[src/rtl/phy_ctl_pkg.sv]
package phy_ctl_pkg;

  typedef enum logic [3:0] {
    ST_IDLE     = 4'd0,
    ST_ADDR_SET = 4'd1,
    ST_ADDR_CAP = 4'd2,
    ST_ADDR_REL = 4'd3,
    ST_DATA_SET = 4'd4,
    ST_DATA_CAP = 4'd5,
    ST_DATA_REL = 4'd6,
    ST_WR_STB   = 4'd7,
    ST_WR_REL   = 4'd8,
    ST_RD_STB   = 4'd9,
    ST_RD_REL   = 4'd10
  } hs_state_t;

  // strobe field, placed directly above the data field
  localparam logic [3:0] STB_NONE = 4'b0000;
  localparam logic [3:0] STB_CAPA = 4'b0001;
  localparam logic [3:0] STB_CAPD = 4'b0010;
  localparam logic [3:0] STB_WR   = 4'b0100;
  localparam logic [3:0] STB_RD   = 4'b1000;

  function automatic logic is_wait(hs_state_t s);
    case (s)
      ST_ADDR_CAP, ST_ADDR_REL, ST_DATA_CAP, ST_DATA_REL,
      ST_WR_STB, ST_WR_REL, ST_RD_STB, ST_RD_REL: is_wait = 1'b1;
      default: is_wait = 1'b0;
    endcase
  endfunction

  // acknowledge level each wait state is looking for
  function automatic logic wait_level(hs_state_t s);
    case (s)
      ST_ADDR_CAP, ST_DATA_CAP, ST_WR_STB, ST_RD_STB: wait_level = 1'b1;
      default: wait_level = 1'b0;
    endcase
  endfunction

endpackage

[src/rtl/phy_ack_sync.sv]
module phy_ack_sync #(
  parameter int STAGES = 2
) (
  input  logic clk,
  input  logic rst,
  input  logic d_async,
  output logic q_sync
);
  logic [STAGES-1:0] chain_q;

  always_ff @(posedge clk) begin
    if (rst) chain_q[0] <= 1'b0;
    else     chain_q[0] <= d_async;
  end

  for (genvar g = 1; g < STAGES; g++) begin : g_stage
    always_ff @(posedge clk) begin
      if (rst) chain_q[g] <= 1'b0;
      else     chain_q[g] <= chain_q[g-1];
    end
  end

  assign q_sync = chain_q[STAGES-1];
endmodule

[src/rtl/phy_ack_poller.sv]
module phy_ack_poller #(
  parameter int POLL_GAP  = 200,
  parameter int MAX_POLLS = 10
) (
  input  logic clk,
  input  logic rst,
  input  logic arm,
  input  logic waiting,
  input  logic want_level,
  input  logic ack_s,
  output logic hit,
  output logic expire
);
  localparam int TW = (POLL_GAP  > 1) ? $clog2(POLL_GAP)  : 1;
  localparam int PW = (MAX_POLLS > 1) ? $clog2(MAX_POLLS) : 1;
  localparam logic [TW-1:0] TMR_LAST  = TW'(POLL_GAP - 1);
  localparam logic [PW-1:0] POLL_LAST = PW'(MAX_POLLS - 1);

  logic [TW-1:0] tmr_q;
  logic [PW-1:0] polls_q;
  logic          sample;

  assign sample = waiting && (tmr_q == TMR_LAST);
  assign hit    = sample && (ack_s == want_level);
  assign expire = sample && (ack_s != want_level) && (polls_q == POLL_LAST);

  always_ff @(posedge clk) begin
    if (rst) begin
      tmr_q   <= '0;
      polls_q <= '0;
    end else if (arm) begin
      tmr_q   <= '0;
      polls_q <= '0;
    end else if (waiting) begin
      if (tmr_q == TMR_LAST) begin
        tmr_q   <= '0;
        polls_q <= polls_q + 1'b1;
      end else begin
        tmr_q <= tmr_q + 1'b1;
      end
    end
  end
endmodule

[src/rtl/phy_hs_fsm.sv]
module phy_hs_fsm
  import phy_ctl_pkg::*;
#(
  parameter int DW = 16,
  localparam int CW = DW + 4
) (
  input  logic          clk,
  input  logic          rst,
  input  logic          req_valid,
  input  logic          req_write,
  input  logic [DW-1:0] req_addr,
  input  logic [DW-1:0] req_wdata,
  output logic          req_ready,
  input  logic          hit,
  input  logic          expire,
  input  logic [DW-1:0] rd_bus,
  output logic          arm,
  output logic          waiting,
  output logic          want_level,
  output logic [CW-1:0] ctrl_word,
  output logic          rsp_valid,
  output logic [DW-1:0] rsp_rdata,
  output logic          rsp_err
);
  hs_state_t     state_q, nxt;
  logic [DW-1:0] addr_q, wdata_q, rd_q;
  logic          write_q;
  logic          ready_q;
  logic [CW-1:0] ctrl_q, word_d;
  logic          done, fail, take_rd;
  logic [DW-1:0] a_src, d_src;

  always_comb begin
    nxt     = state_q;
    done    = 1'b0;
    take_rd = 1'b0;
    case (state_q)
      ST_IDLE:     if (req_valid && ready_q) nxt = ST_ADDR_SET;
      ST_ADDR_SET: nxt = ST_ADDR_CAP;
      ST_ADDR_CAP: if (hit) nxt = ST_ADDR_REL;
      ST_ADDR_REL: if (hit) nxt = write_q ? ST_DATA_SET : ST_RD_STB;
      ST_DATA_SET: nxt = ST_DATA_CAP;
      ST_DATA_CAP: if (hit) nxt = ST_DATA_REL;
      ST_DATA_REL: if (hit) nxt = ST_WR_STB;
      ST_WR_STB:   if (hit) nxt = ST_WR_REL;
      ST_WR_REL:   if (hit) begin nxt = ST_IDLE; done = 1'b1; end
      ST_RD_STB:   if (hit) begin nxt = ST_RD_REL; take_rd = 1'b1; end
      ST_RD_REL:   if (hit) begin nxt = ST_IDLE; done = 1'b1; end
      default:     nxt = ST_IDLE;
    endcase
    fail = expire;
    if (expire) begin
      nxt     = ST_IDLE;
      done    = 1'b0;
      take_rd = 1'b0;
    end
  end

  assign a_src = (state_q == ST_IDLE) ? req_addr  : addr_q;
  assign d_src = (state_q == ST_IDLE) ? req_wdata : wdata_q;

  always_comb begin
    case (nxt)
      ST_ADDR_SET, ST_ADDR_REL:             word_d = {STB_NONE, a_src};
      ST_ADDR_CAP:                          word_d = {STB_CAPA, a_src};
      ST_DATA_SET, ST_DATA_REL, ST_WR_REL:  word_d = {STB_NONE, d_src};
      ST_DATA_CAP:                          word_d = {STB_CAPD, d_src};
      ST_WR_STB:                            word_d = {STB_WR, {DW{1'b0}}};
      ST_RD_STB:                            word_d = {STB_RD, {DW{1'b0}}};
      default:                              word_d = '0;
    endcase
  end

  assign arm        = is_wait(nxt) && (nxt != state_q);
  assign waiting    = is_wait(state_q);
  assign want_level = wait_level(state_q);

  always_ff @(posedge clk) begin
    if (rst) begin
      state_q   <= ST_IDLE;
      addr_q    <= '0;
      wdata_q   <= '0;
      write_q   <= 1'b0;
      rd_q      <= '0;
      ready_q   <= 1'b1;
      ctrl_q    <= '0;
      rsp_valid <= 1'b0;
      rsp_rdata <= '0;
      rsp_err   <= 1'b0;
    end else begin
      state_q <= nxt;
      ctrl_q  <= word_d;
      ready_q <= (nxt == ST_IDLE);
      if (state_q == ST_IDLE && req_valid && ready_q) begin
        addr_q  <= req_addr;
        wdata_q <= req_wdata;
        write_q <= req_write;
      end
      if (take_rd) rd_q <= rd_bus;
      rsp_valid <= done || fail;
      rsp_err   <= fail;
      rsp_rdata <= (done && !write_q) ? rd_q : '0;
    end
  end

  assign req_ready = ready_q;
  assign ctrl_word = ctrl_q;
endmodule

[src/rtl/phy_ctl_master.sv]
module phy_ctl_master #(
  parameter int DW        = 16,
  parameter int POLL_GAP  = 200,
  parameter int MAX_POLLS = 10,
  parameter int SYNC_STAGES = 2,
  localparam int CW = DW + 4
) (
  input  logic          clk,
  input  logic          rst,
  input  logic          req_valid,
  output logic          req_ready,
  input  logic          req_write,
  input  logic [DW-1:0] req_addr,
  input  logic [DW-1:0] req_wdata,
  output logic          rsp_valid,
  output logic [DW-1:0] rsp_rdata,
  output logic          rsp_err,
  output logic [CW-1:0] phy_ctrl,
  input  logic [DW:0]   phy_stat
);
  logic ack_s, arm, waiting, want_level, hit, expire;

  phy_ack_sync #(.STAGES(SYNC_STAGES)) u_sync (
    .clk     (clk),
    .rst     (rst),
    .d_async (phy_stat[DW]),
    .q_sync  (ack_s)
  );

  phy_ack_poller #(.POLL_GAP(POLL_GAP), .MAX_POLLS(MAX_POLLS)) u_poll (
    .clk        (clk),
    .rst        (rst),
    .arm        (arm),
    .waiting    (waiting),
    .want_level (want_level),
    .ack_s      (ack_s),
    .hit        (hit),
    .expire     (expire)
  );

  phy_hs_fsm #(.DW(DW)) u_fsm (
    .clk        (clk),
    .rst        (rst),
    .req_valid  (req_valid),
    .req_write  (req_write),
    .req_addr   (req_addr),
    .req_wdata  (req_wdata),
    .req_ready  (req_ready),
    .hit        (hit),
    .expire     (expire),
    .rd_bus     (phy_stat[DW-1:0]),
    .arm        (arm),
    .waiting    (waiting),
    .want_level (want_level),
    .ctrl_word  (phy_ctrl),
    .rsp_valid  (rsp_valid),
    .rsp_rdata  (rsp_rdata),
    .rsp_err    (rsp_err)
  );
endmodule

[config.mk]
export PLATFORM = sky130hd
export DESIGN_NAME = phy_ctl_master
export DESIGN_NICKNAME = d
export VERILOG_FILES = /design/src/rtl/phy_ctl_pkg.sv /design/src/rtl/phy_ack_sync.sv /design/src/rtl/phy_ack_poller.sv /design/src/rtl/phy_hs_fsm.sv /design/src/rtl/phy_ctl_master.sv
export SDC_FILE = /design/constraint.sdc
export NUM_CORES = 1
export LEC_CHECK = 0
export BUFFER_PORTS_ARGS = -buffer_cell sky130_fd_sc_hd__buf_4
export CELL_PAD_IN_SITES_DETAIL_PLACEMENT = 1
export CELL_PAD_IN_SITES_GLOBAL_PLACEMENT = 1
export CORE_MARGIN = 3
export CORE_UTILIZATION = 41
export CTS_CLUSTER_DIAMETER = 100
export DETAILED_ROUTE_END_ITERATION = 6
export PLACE_DENSITY = 0.91
export SLEW_MARGIN = 20
export SYNTH_ARGS = -nofsm -noshare
export SYNTH_HDL_FRONTEND = slang
export SYNTH_HIERARCHICAL = 1
export SYNTH_SLANG_ARGS = --single-unit
[constraint.sdc]
create_clock -name clk -period 4.15 [get_ports clk]
set_input_delay 0.83 -clock clk [delete_from_list [all_inputs] [get_ports clk]]
set_output_delay 0.83 -clock clk [all_outputs]
set_load 0.005 [all_outputs]
=== Word level (Yosys, flattened, before mapping) ===
Memory sizes are Yosys's and may differ from the RTL's. A register that Yosys moved wholly into a read port is not among the register bits.
Index checks and enable logic that the tools add are counted.

* Add/subtract/negate cells: 2
* Eq/ne operators: 24
* Mux-type cells: 22
* Bitwise logic cells: 1
* Reductions and logical operators: 20

{| class="wikitable"
|+ Operator list
! kind !! count
|-
| 20-bit case mux with 6 select lines || 1
|-
| 4-bit 2-to-1 mux || 11
|-
| 4-bit case mux with 10 select lines || 1
|-
| 4-bit by 3-bit == test with 1-bit output, second input constant || 8
|-
| 16-bit 2-to-1 mux || 2
|-
| 4-bit == test, second input constant || 6
|-
| 4-bit by 2-bit == test with 1-bit output, second input constant || 4
|-
| 1-bit logical AND || 9
|-
| 8-bit by 1-bit adder with 8-bit output, second input constant || 1
|-
| 4-bit by 1-bit == test with 1-bit output, second input constant || 2
|-
| 8-bit == test, second input constant || 1
|-
| 4-bit logical NOT || 2
|-
| 8-bit 2-to-1 mux || 1
|-
| 2-bit OR reduction || 4
|-
| 1-bit 2-to-1 mux || 6
|-
| 4-bit by 1-bit adder with 4-bit output, second input constant || 1
|-
| 4-bit inequality test || 1
|-
| 4-bit OR reduction || 1
|-
| 3-bit OR reduction || 1
|-
| 2-bit AND reduction || 1
|-
| 1-bit == test || 1
|-
| 1-bit logical NOT || 1
|-
| 1-bit logical OR || 1
|-
| 1-bit inequality test || 1
|-
| 1-bit inverter || 1
|}

* Register bits after elaboration: 106
* Bits in read-only memories: 32
* Input port bits: 53
* Output and inout bits: 39
* Word-level logic and storage cells: 85
* Memories kept: 2

{| class="wikitable"
|+ Memories
! name !! depth !! bits a word !! read ports !! clocked after memory_dff !! wr ports !! RTL line !! RTL
|-
| (no name shown) || 16 || 1 || 1 || 1 || 0 || phy_ctl_pkg.sv:25 || <nowiki>case (s)</nowiki>
|-
| (no name shown) || 16 || 1 || 1 || 0 || 0 || phy_ctl_pkg.sv:25 ||
|}

=== Depth between registers and ports, before layout ===
Gate-level depths: netlist (run 1).

* Word-level depth: 11
* Gate-level depth with buffers: 16
* Depth with buffers taken out: 14

=== By module ===
The synthesis (run 1) kept the hierarchy.

{| class="wikitable"
|+ Modules (own cells, without submodules)
! module !! times used !! cells each !! area each (µm²) !! sequential area each (µm²)
|-
| phy_hs_fsm || 1 || 407 || 3806.2 || 1861.8
|-
| phy_ack_poller || 1 || 70 || 601.8 || 240.2
|-
| phy_ack_sync || 1 || 4 || 52.6 || 40.0
|}

=== Worst setup path before layout (run 1) ===
Ideal clock, no wire load.

* Kind: reg-to-reg
* From: register u_fsm.state_q[0]
* To: register u_poll.tmr_q[6]
* Setup time: 0.074 ns
* Data arrival time: 3.288 ns
* Required time: 4.076 ns
* Slack: 0.788 ns
* Stages on the path, launching flop included: 16
* Buffers on the path: 4
* Clock period less this slack: 3.362 ns
* Cells stage by stage: dfxtp_1 buf_2 buf_1 nor3_1 a22o_1 xor2_1 nor3_1 clkbuf_1 nor2_1 a2111oi_4 o31a_1 xnor2_1 a41oi_1 or2_2 clkbuf_1 a31oi_1

* Cells in the longest elaborated chain, start to end: 11
* Elaborated cells between the ends (all ways): 33
* Those cells by class: eq/ne (13); mux (11); reduce/logical (8); memory (1)

{| class="wikitable"
|+ Ends and longest elaborated chain
! item !! RTL line !! RTL
|-
| start: declaration || phy_hs_fsm.sv:25 || <nowiki>hs_state_t state_q, nxt;</nowiki>
|-
| start signal: assignment || phy_hs_fsm.sv:91 || <nowiki>state_q <= nxt;</nowiki>
|-
| 4-bit by 2-bit == test with 1-bit output, or another cell as far along || phy_ctl_pkg.sv:34 || <nowiki>case (s)</nowiki>
|-
| 4-bit OR reduction (*) || phy_ctl_pkg.sv:34 ||
|-
| 1-bit 2-to-1 mux (*) || phy_ctl_pkg.sv:34 ||
|-
| via want_level || phy_ctl_master.sv:21 || <nowiki>logic ack_s, arm, waiting, want_level, hit, expire;</nowiki>
|-
| 1-bit == test (*) || phy_ack_poller.sv:24 || <nowiki>assign hit = sample && (ack_s == want_level);</nowiki>
|-
| 1-bit logical AND (*) || phy_ack_poller.sv:24 ||
|-
| via hit || phy_ctl_master.sv:21 ||
|-
| 4-bit 2-to-1 mux, or another cell as far along || phy_hs_fsm.sv:46, phy_hs_fsm.sv:48 ||
|-
| 4-bit case mux with 10 select lines (*) || phy_hs_fsm.sv:37 || <nowiki>case (state_q)</nowiki>
|-
| 4-bit 2-to-1 mux (*) || phy_hs_fsm.sv:52 || <nowiki>if (expire) begin</nowiki>
|-
| memory 16 x 1 bit or 4-bit inequality test (tied branches) || n/a ||
|-
| 1-bit logical AND (*) || phy_hs_fsm.sv:74 || <nowiki>assign arm = is_wait(nxt) && (nxt != state_q);</nowiki>
|-
| via arm || phy_ctl_master.sv:21 ||
|-
| 2-bit OR reduction (no line) (*) || n/a ||
|-
| end signal: assignment || phy_ack_poller.sv:39 || <nowiki>tmr_q <= tmr_q + 1'b1;</nowiki>
|-
| end: declaration || phy_ack_poller.sv:19 || <nowiki>logic [TW-1:0] tmr_q;</nowiki>
|}

The timed path passes the listed nets; every way through them passes the cells marked *.
A chain may end at the register's enable or synchronous reset.

=== Worst setup path in the final report (run 1) ===
* From: register u_fsm.state_q[3]
* To: register u_fsm.ctrl_q[10] (netlist: u_fsm/ctrl_word[10])

* Cells in the longest elaborated chain, start to end: 11
* Elaborated cells between the ends (all ways): 43
* Those cells by class: eq/ne (21); mux (14); reduce/logical (8)

{| class="wikitable"
|+ Ends and longest elaborated chain
! item !! RTL line !! RTL
|-
| 4-bit by 2-bit == test with 1-bit output, or another cell as far along || phy_ctl_pkg.sv:34 ||
|-
| 4-bit OR reduction (*) || phy_ctl_pkg.sv:34 ||
|-
| 1-bit 2-to-1 mux (*) || phy_ctl_pkg.sv:34 ||
|-
| via want_level || phy_ctl_master.sv:21 ||
|-
| 1-bit == test (*) || phy_ack_poller.sv:24 ||
|-
| 1-bit logical AND (*) || phy_ack_poller.sv:24 ||
|-
| via hit || phy_ctl_master.sv:21 ||
|-
| 4-bit 2-to-1 mux, or another cell as far along || phy_hs_fsm.sv:46, phy_hs_fsm.sv:48 ||
|-
| 4-bit case mux with 10 select lines (*) || phy_hs_fsm.sv:37 ||
|-
| 4-bit 2-to-1 mux (*) || phy_hs_fsm.sv:52 ||
|-
| 4-bit by 3-bit == test with 1-bit output, or another cell as far along || phy_hs_fsm.sv:63 || <nowiki>case (nxt)</nowiki>
|-
| 3-bit OR reduction or 2-bit OR reduction (tied branches) || phy_hs_fsm.sv:63 ||
|-
| 20-bit case mux with 6 select lines (*) || phy_hs_fsm.sv:63 ||
|-
| end signal: assignment || phy_hs_fsm.sv:92 || <nowiki>ctrl_q <= word_d;</nowiki>
|-
| end: declaration || phy_hs_fsm.sv:29 || <nowiki>logic [CW-1:0] ctrl_q, word_d;</nowiki>
|}

Marked as above.

==> results of run 1 <==
-- cells by family (layout without fill, tap and decap cells) --
logic type / after synthesis / count (layout)
AO/OA/AOI/OAI: 85 / 85
XOR/XNOR: 9 / 9
adder cells (fa/ha/maj): 3 / 3
buffers and inverters: 36 / 120
flip-flops: 107 / 107
multiplexers: 51 / 51
AND/OR/NAND/NOR: 190 / 190
-- layer usage --
layer	up-vias	share of wire [%]	track usage, %
met2	91	53	36.0
met4	0	1.4	6.95
met1	1815	41	23.3
met3	16	5.4	5.01
met5	-	0	0
li1	1826	-	-
-- cell usage after synthesis (3+ instances only) --
cell type / count / area (µm²)
buf_2: 7 / 35.0
buf_1: 5 / 18.8
nand3_1: 5 / 25.0
nand4_1: 4 / 25.0
nor2_1: 50 / 188
nand2b_1: 6 / 37.5
o32a_1: 16 / 160
ha_1: 3 / 37.5
inv_1: 3 / 11.3
nor3_1: 5 / 25.0
and2_1: 17 / 106
nand2_1: 73 / 274
xor2_1: 6 / 52.6
nor2b_1: 5 / 31.3
mux2i_1: 49 / 490
xnor2_1: 3 / 26.3
nor4_1: 3 / 18.8
clkbuf_1: 18 / 67.6
dfxtp_1: 107 / 2140
a21oi_1: 40 / 200
or3_1: 5 / 31.3
o21ai_0: 8 / 40.0
o31ai_1: 3 / 22.5
-- power by group through the flow --
stage	combinational (µW)	sequential [µW]	clock (µW)
floorplan	316	1130	0
detailed placement	457	1150	0
CTS	459	1120	609
global placement	434	1140	0
global route	500	1130	656
finish	456	1120	592
-- worst reg2reg max path: stages, from the launching register on --
cell       delay, ps
dfxtp_1          660
nand2b_1         230
o21ai_0          130
a22o_1           230
xor2_1           170
nor3_1           190
buf_4            210
nor2_1            90
a2111oi_4        520
o32ai_1          200
a21oi_2          700
o32a_1           300
nor2_1            50
-- placed cells by master, fill, tap and decap left out, drive strengths merged, types with 2 or more instances in the layout --
cell and instances:
xnor2 3, nor2b 5, nor3 6, mux2 2, xor2 6, o21a 2
o31ai 3, buf 101, a21oi 41, mux2i 49, ha 3, or3 5
nor4 4, and2 17, nand4 4, o21ai 9, nor2 50, nor4b 2
nand3 6, nand2b 7, dfxtp 107, clkinvlp 2, a2111oi 2, nand2 73
o32a 16, clkbuf 10, or4 2, inv 5, clkinv 2
-- final timing paths --
check                                 startpoint             endpoint  slack [ps]  cells after the start
worst min-delay path            u_fsm/addr_q[14]     u_fsm/addr_q[14]         460                      2
worst max-delay path            u_fsm/state_q[3]  u_fsm/ctrl_word[10]         360                     12
worst max register to register  u_fsm/state_q[3]  u_fsm/ctrl_word[10]         360                     12
worst min register to register  u_fsm/addr_q[14]     u_fsm/addr_q[14]         460                      2
-- metrics by stage --
stage	instance area, µm²	setup slack [ps]	hold WS [ps]
6_report	5440	360	458
5_1_grt	5440	26.0	478
4_1_cts	5430	402	461
3_5_place_dp	5250	463	444
3_3_place_gp	5250	715	434
2_1_floorplan	4460	788	414
-- sequential cells by signal, indices dropped and copies added (netlist names), 4 cells and up --
signal / flops
u_fsm/rd_q: 16
u_fsm/ctrl_word: 20
u_fsm/rsp_rdata: 16
u_fsm/wdata_q: 16
u_poll/polls_q: 4
u_fsm/state_q: 4
u_fsm/addr_q: 16
u_poll/tmr_q: 8
-- timing repair --
action | CTS | global route
hold buffers | 0 | 0
gates resized for setup | 0 | 1
endpoints found under the setup margin | 0 | 1
-- layout make-up --
cell class                 count  share of cell area, %
timing repair buffer         101                   14.0
tap                          136                   3.13
inverter                       3                  0.207
clock inverter                 6                  0.898
clock buffer                  10                   2.35
multi-input combinational    338                   40.1
sequential                   107                   39.4
==> impl_metrics.py, run 1 <==
metrics = {
    "pwr": {
        "combPwrFrac_pct": 21.0,
        "power_uw": 2170,
        "seq_power_share_pct": 51.7,
        "switching_share_pct": 30.4,
        "p_per_area_nw_per_um2": 400,
        "p_clk_share_pct": 27.3,
        "p_sw_uw": 661,
        "power.internal_uw": 1510,
        "vdd.ir_drop.worst_uv": 268,
        "leakage_uw": 0.00224,
    },
    "routing": {
        "dr.pass1.iters": 4,
        "ant_nets": 0,
        "viasPerCell": 5.35,
        "drc_errors": 0,
        "via_count": 3748,
        "routedWlPerCell_um": 17.1,
        "drtIter0Drc": 188,
        "wirelength_um": 12000,
    },
    "worst_setup_path": {
        "worstPathMaxFanout": 16,
        "cp.required_ps": 4400,
        "critPathArrivalTime_ps": 4040,
        "critPathKind": "flop to flop",
        "path_delay_family": "compound AO/OA/AOI/OAI gates",
        "cp-end-kind": "flop",
        "cp_slowest_stage_delay_ps": 700,
        "crit_top_cell": "nor2_1",
        "path_buf_inv": 1,
        "critPathSlowestCell": "a21oi_2",
        "critPathLaunchType": "flop",
        "path_cells": "nand2b_1, o21ai_0, a22o_1, xor2_1, nor3_1, buf_4, nor2_1, a2111oi_4, o32ai_1, a21oi_2, o32a_1, nor2_1",
    },
    "synthesis": {
        "ys_seq_area_share_pct": 48.0,
        "syn_inst": 481,
        "avgSynthCellArea_um2": 9.27,
        "synth.mux.area_fraction_pct": 11.6,
        "async_flop_share_pct": 0,
        "ys_warn_count": 6,
        "synth_area_um2": 4460,
        "synth_fp_nets": 537,
        "synth-simple-area-share_pct": 20.8,
        "synth_top_family_by_area": "simple AND/OR/NAND/NOR gates",
        "synth_compound_area_share_pct": 13.4,
        "synthAdderAreaFrac_pct": 0.842,
        "synth_xor_area_share_pct": 1.77,
        "synth.distinct_cells": 59,
        "synth_ff_type": "dfxtp_1",
        "ys_seq_elements": 107,
        "synth_edf_count": 0,
    },
    "sta": {
        "timing.final.crit_share_pct": 91.3,
        "fin_setup_tns_ps": 0,
        "max_slew_margin_pct": 41.3,
        "max_slew.worst_pin.slew_ps": 880,
        "rsz0062_at_grt": "no",
        "hold_viol": 0,
        "fmax_mhz": 264,
        "finClkSkew_ps": 12.6,
        "period_minus_slack_ps": 3790,
        "finalSetupViolations": 0,
        "slew_violations": 0,
    },
    "grt": {
        "antenna_found_initial": 0,
        "grt_first_pass_wirelength_um": 19200,
        "grtUsageTotal_pct": 20.1,
        "grt_max_degree": 67,
        "grt_pass1_vias": 3951,
        "overflow": 0,
    },
    "cells_and_area": {
        "stdcell_count": 701,
        "antenna_cells": 0,
        "drive_gt1_share_pct": 23.0,
        "multi_input_area_um2": 2180,
        "area_growth_pct": 21.9,
        "fin_util_pct": 51.9,
        "fillers": 1255,
        "seq_area_um2": 2140,
        "nNetsFinal": 616,
    },
    "floorplan": {
        "dieArea_um2": 12200,
        "core_um2": 10500,
        "num_rows": 37,
        "start_util_pct": 42.6,
        "die_h_um": 110,
        "boundaryPins": 92,
        "die_w_um": 110,
    },
    "clock_tree": {
        "cts_tree": "done",
        "clk_pin_slew_worst_paths_ps": 100,
        "numCtsBuffers": 9,
        "cts_max_level": 3,
        "postCtsSetupBuffers": 0,
        "cts_buffer_depth": 2,
        "cts.sinks": 107,
        "clock-root-buffer": "clkbuf_8",
        "clock_latency_ps": 380,
    },
    "worst_hold_path": {
        "holdCritPathClass": "flop to flop",
    },
    "placed_design": {
        "post-dp-hpwl_um": 8520,
        "place_congestion": 0.860,
        "portBuffers": 91,
        "dp_cells": 685,
    },
    "flow_run": {
        "cap_viol_max_count": 0,
    },
    "status": {
        "status": "finished clean",
    },
}
Note: power is estimated with default switching activity, not from simulation.
==> run 2: changes to the inputs <==
PLACE_DENSITY = 0.78   (was 0.91)
==> impl_metrics.py, run 2 (synthesis results as in run 1) <==
metrics = {
    "sta": {
        "timing.final.crit_share_pct": 89.1,
        "fin_setup_tns_ps": 0,
        "setup_ws_ps": 451,
        "hold_viol": 0,
        "finalSetupViolations": 0,
        "slew_violations": 0,
        "max_slew_margin_pct": 40.2,
        "rsz0062_at_grt": "no",
        "max_slew.worst_pin.slew_ps": 897,
        "fmax_mhz": 270,
        "finClkSkew_ps": 9.46,
        "period_minus_slack_ps": 3700,
    },
    "grt": {
        "antenna_found_initial": 0,
        "grt_first_pass_wirelength_um": 18900,
        "grt_max_degree": 67,
        "overflow": 0,
        "grtUsageTotal_pct": 20.1,
        "grt_pass1_vias": 3827,
    },
    "placed_design": {
        "place_congestion": 0.858,
        "post-dp-hpwl_um": 8090,
        "portBuffers": 91,
        "pre_cts_slack_ps": 484,
    },
    "floorplan": {
        "num_rows": 37,
        "dieArea_um2": 12200,
        "start_util_pct": 42.6,
        "boundaryPins": 92,
        "die_w_um": 110,
        "core_um2": 10500,
        "die_h_um": 110,
    },
    "routing": {
        "routedWlPerCell_um": 16.4,
        "via_count": 3747,
        "wirelength_um": 11500,
        "drc_errors": 0,
        "ant_nets": 0,
        "drtIter0Drc": 184,
        "dr.pass1.iters": 7,
        "viasPerCell": 5.34,
    },
    "clock_tree": {
        "cts_max_level": 3,
        "cts_buffer_depth": 2,
        "clk_pin_slew_worst_paths_ps": 90,
        "cts_tree": "done",
        "cts_resized": 0,
        "postCtsHoldBufs": 0,
        "clock-root-buffer": "clkbuf_8",
        "postCtsSetupBuffers": 0,
        "numCtsBuffers": 9,
        "clock_latency_ps": 370,
        "cts.sinks": 107,
    },
    "worst_hold_path": {
        "holdCritPathClass": "flop to flop",
        "hp-start": "u_sync/chain_q[0]",
    },
    "pwr": {
        "p_per_area_nw_per_um2": 392,
        "leakage_uw": 0.00223,
        "power_uw": 2120,
        "vdd.ir_drop.worst_uv": 247,
    },
    "worst_setup_path": {
        "critical_path.startpoint": "u_fsm/state_q[3]",
        "cp.required_ps": 4380,
        "critPathLaunchType": "flop",
        "cp-end-kind": "flop",
        "path_cells": "nand2b_1, o21ai_0, a22o_1, xor2_1, nor3_1, buf_4, nor2_1, a2111oi_4, o32ai_1, a21oi_2, o32a_1, nor2_1",
        "crit_top_cell": "nor2_1",
        "critPathSlowestCell": "a21oi_2",
        "cp_slowest_stage_delay_ps": 710,
        "r2r-start": "u_fsm/state_q[3]",
        "worstPathMaxFanout": 16,
        "critPathArrivalTime_ps": 3930,
        "critPathKind": "flop to flop",
    },
    "status": {
        "status": "finished clean",
    },
    "cells_and_area": {
        "layout_common_cells": "dfxtp_1 (107), buf_4 (102), nand2_1 (73), nor2_1 (50), mux2i_1 (49)",
        "drive_gt1_share_pct": 22.3,
        "area_growth_pct": 21.4,
        "antenna_cells": 0,
        "largest_reg_flops": 20,
        "final_common_cell": "dfxtp_1",
        "fillers": 1258,
        "nNetsFinal": 617,
    },
    "flow_run": {
        "cap_viol_max_count": 0,
    },
}
[run 2: area by class of cell]
type / instances / area (µm²) / share of cell area [%]
multi-input combinational: 338 / 2170 / 40.1
sequential: 107 / 2140 / 39.5
timing repair buffer: 102 / 766 / 14.1
tap: 136 / 170 / 3.14
clock buffer: 14 / 143 / 2.63
clock inverter: 2 / 12.5 / 0.231
inverter: 3 / 11.3 / 0.208
[run 2: per-stage QoR]
stage          utilization [%]  cell area (µm²)  hold slack (ps)  cells
2_1_floorplan                -             4460              414    481
3_3_place_gp              50.3             5260              431    686
3_5_place_dp              50.3             5260              429    686
4_1_cts                   51.8             5420              451    702
5_1_grt                   51.8             5420              467    702
6_report                  51.8             5420              443    702
[run 2: power by group]
part	internal (µW)	total (µW)	leakage [µW]	switching (µW)
registers	1080	1120	0.000868	35.2
logic	203	454	0.00129	251
clock network	219	553	0.0000747	333
total	1500	2120	0.00223	619
[run 2: metal layers]
layer	vias to the layer above	track usage (%)	wire, µm
met5	-	0	0
met4	0	6.24	208
met1	1829	22.9	4950
li1	1826	-	-
met3	16	6.58	556
met2	76	35.4	5830
[run 2: worst max-delay path, delay by kind of cell, from the launching register on]
| kind | cells | cell delay (ps) |
|---|---|---|
| compound gates | 6 | 1950 |
| flops | 1 | 660 |
| simple gates | 4 | 550 |
| buf+inv | 1 | 220 |
| xor+xnor | 1 | 170 |
[run 2: final timing paths]
kind / end / cells past startpoint / slack (ps)
setup / recovery: u_fsm/ctrl_word[9] / 12 / 450
hold / removal: u_sync/q_sync / 1 / 440
setup reg to reg: u_fsm/ctrl_word[9] / 12 / 450
hold reg to reg: u_sync/q_sync / 1 / 440
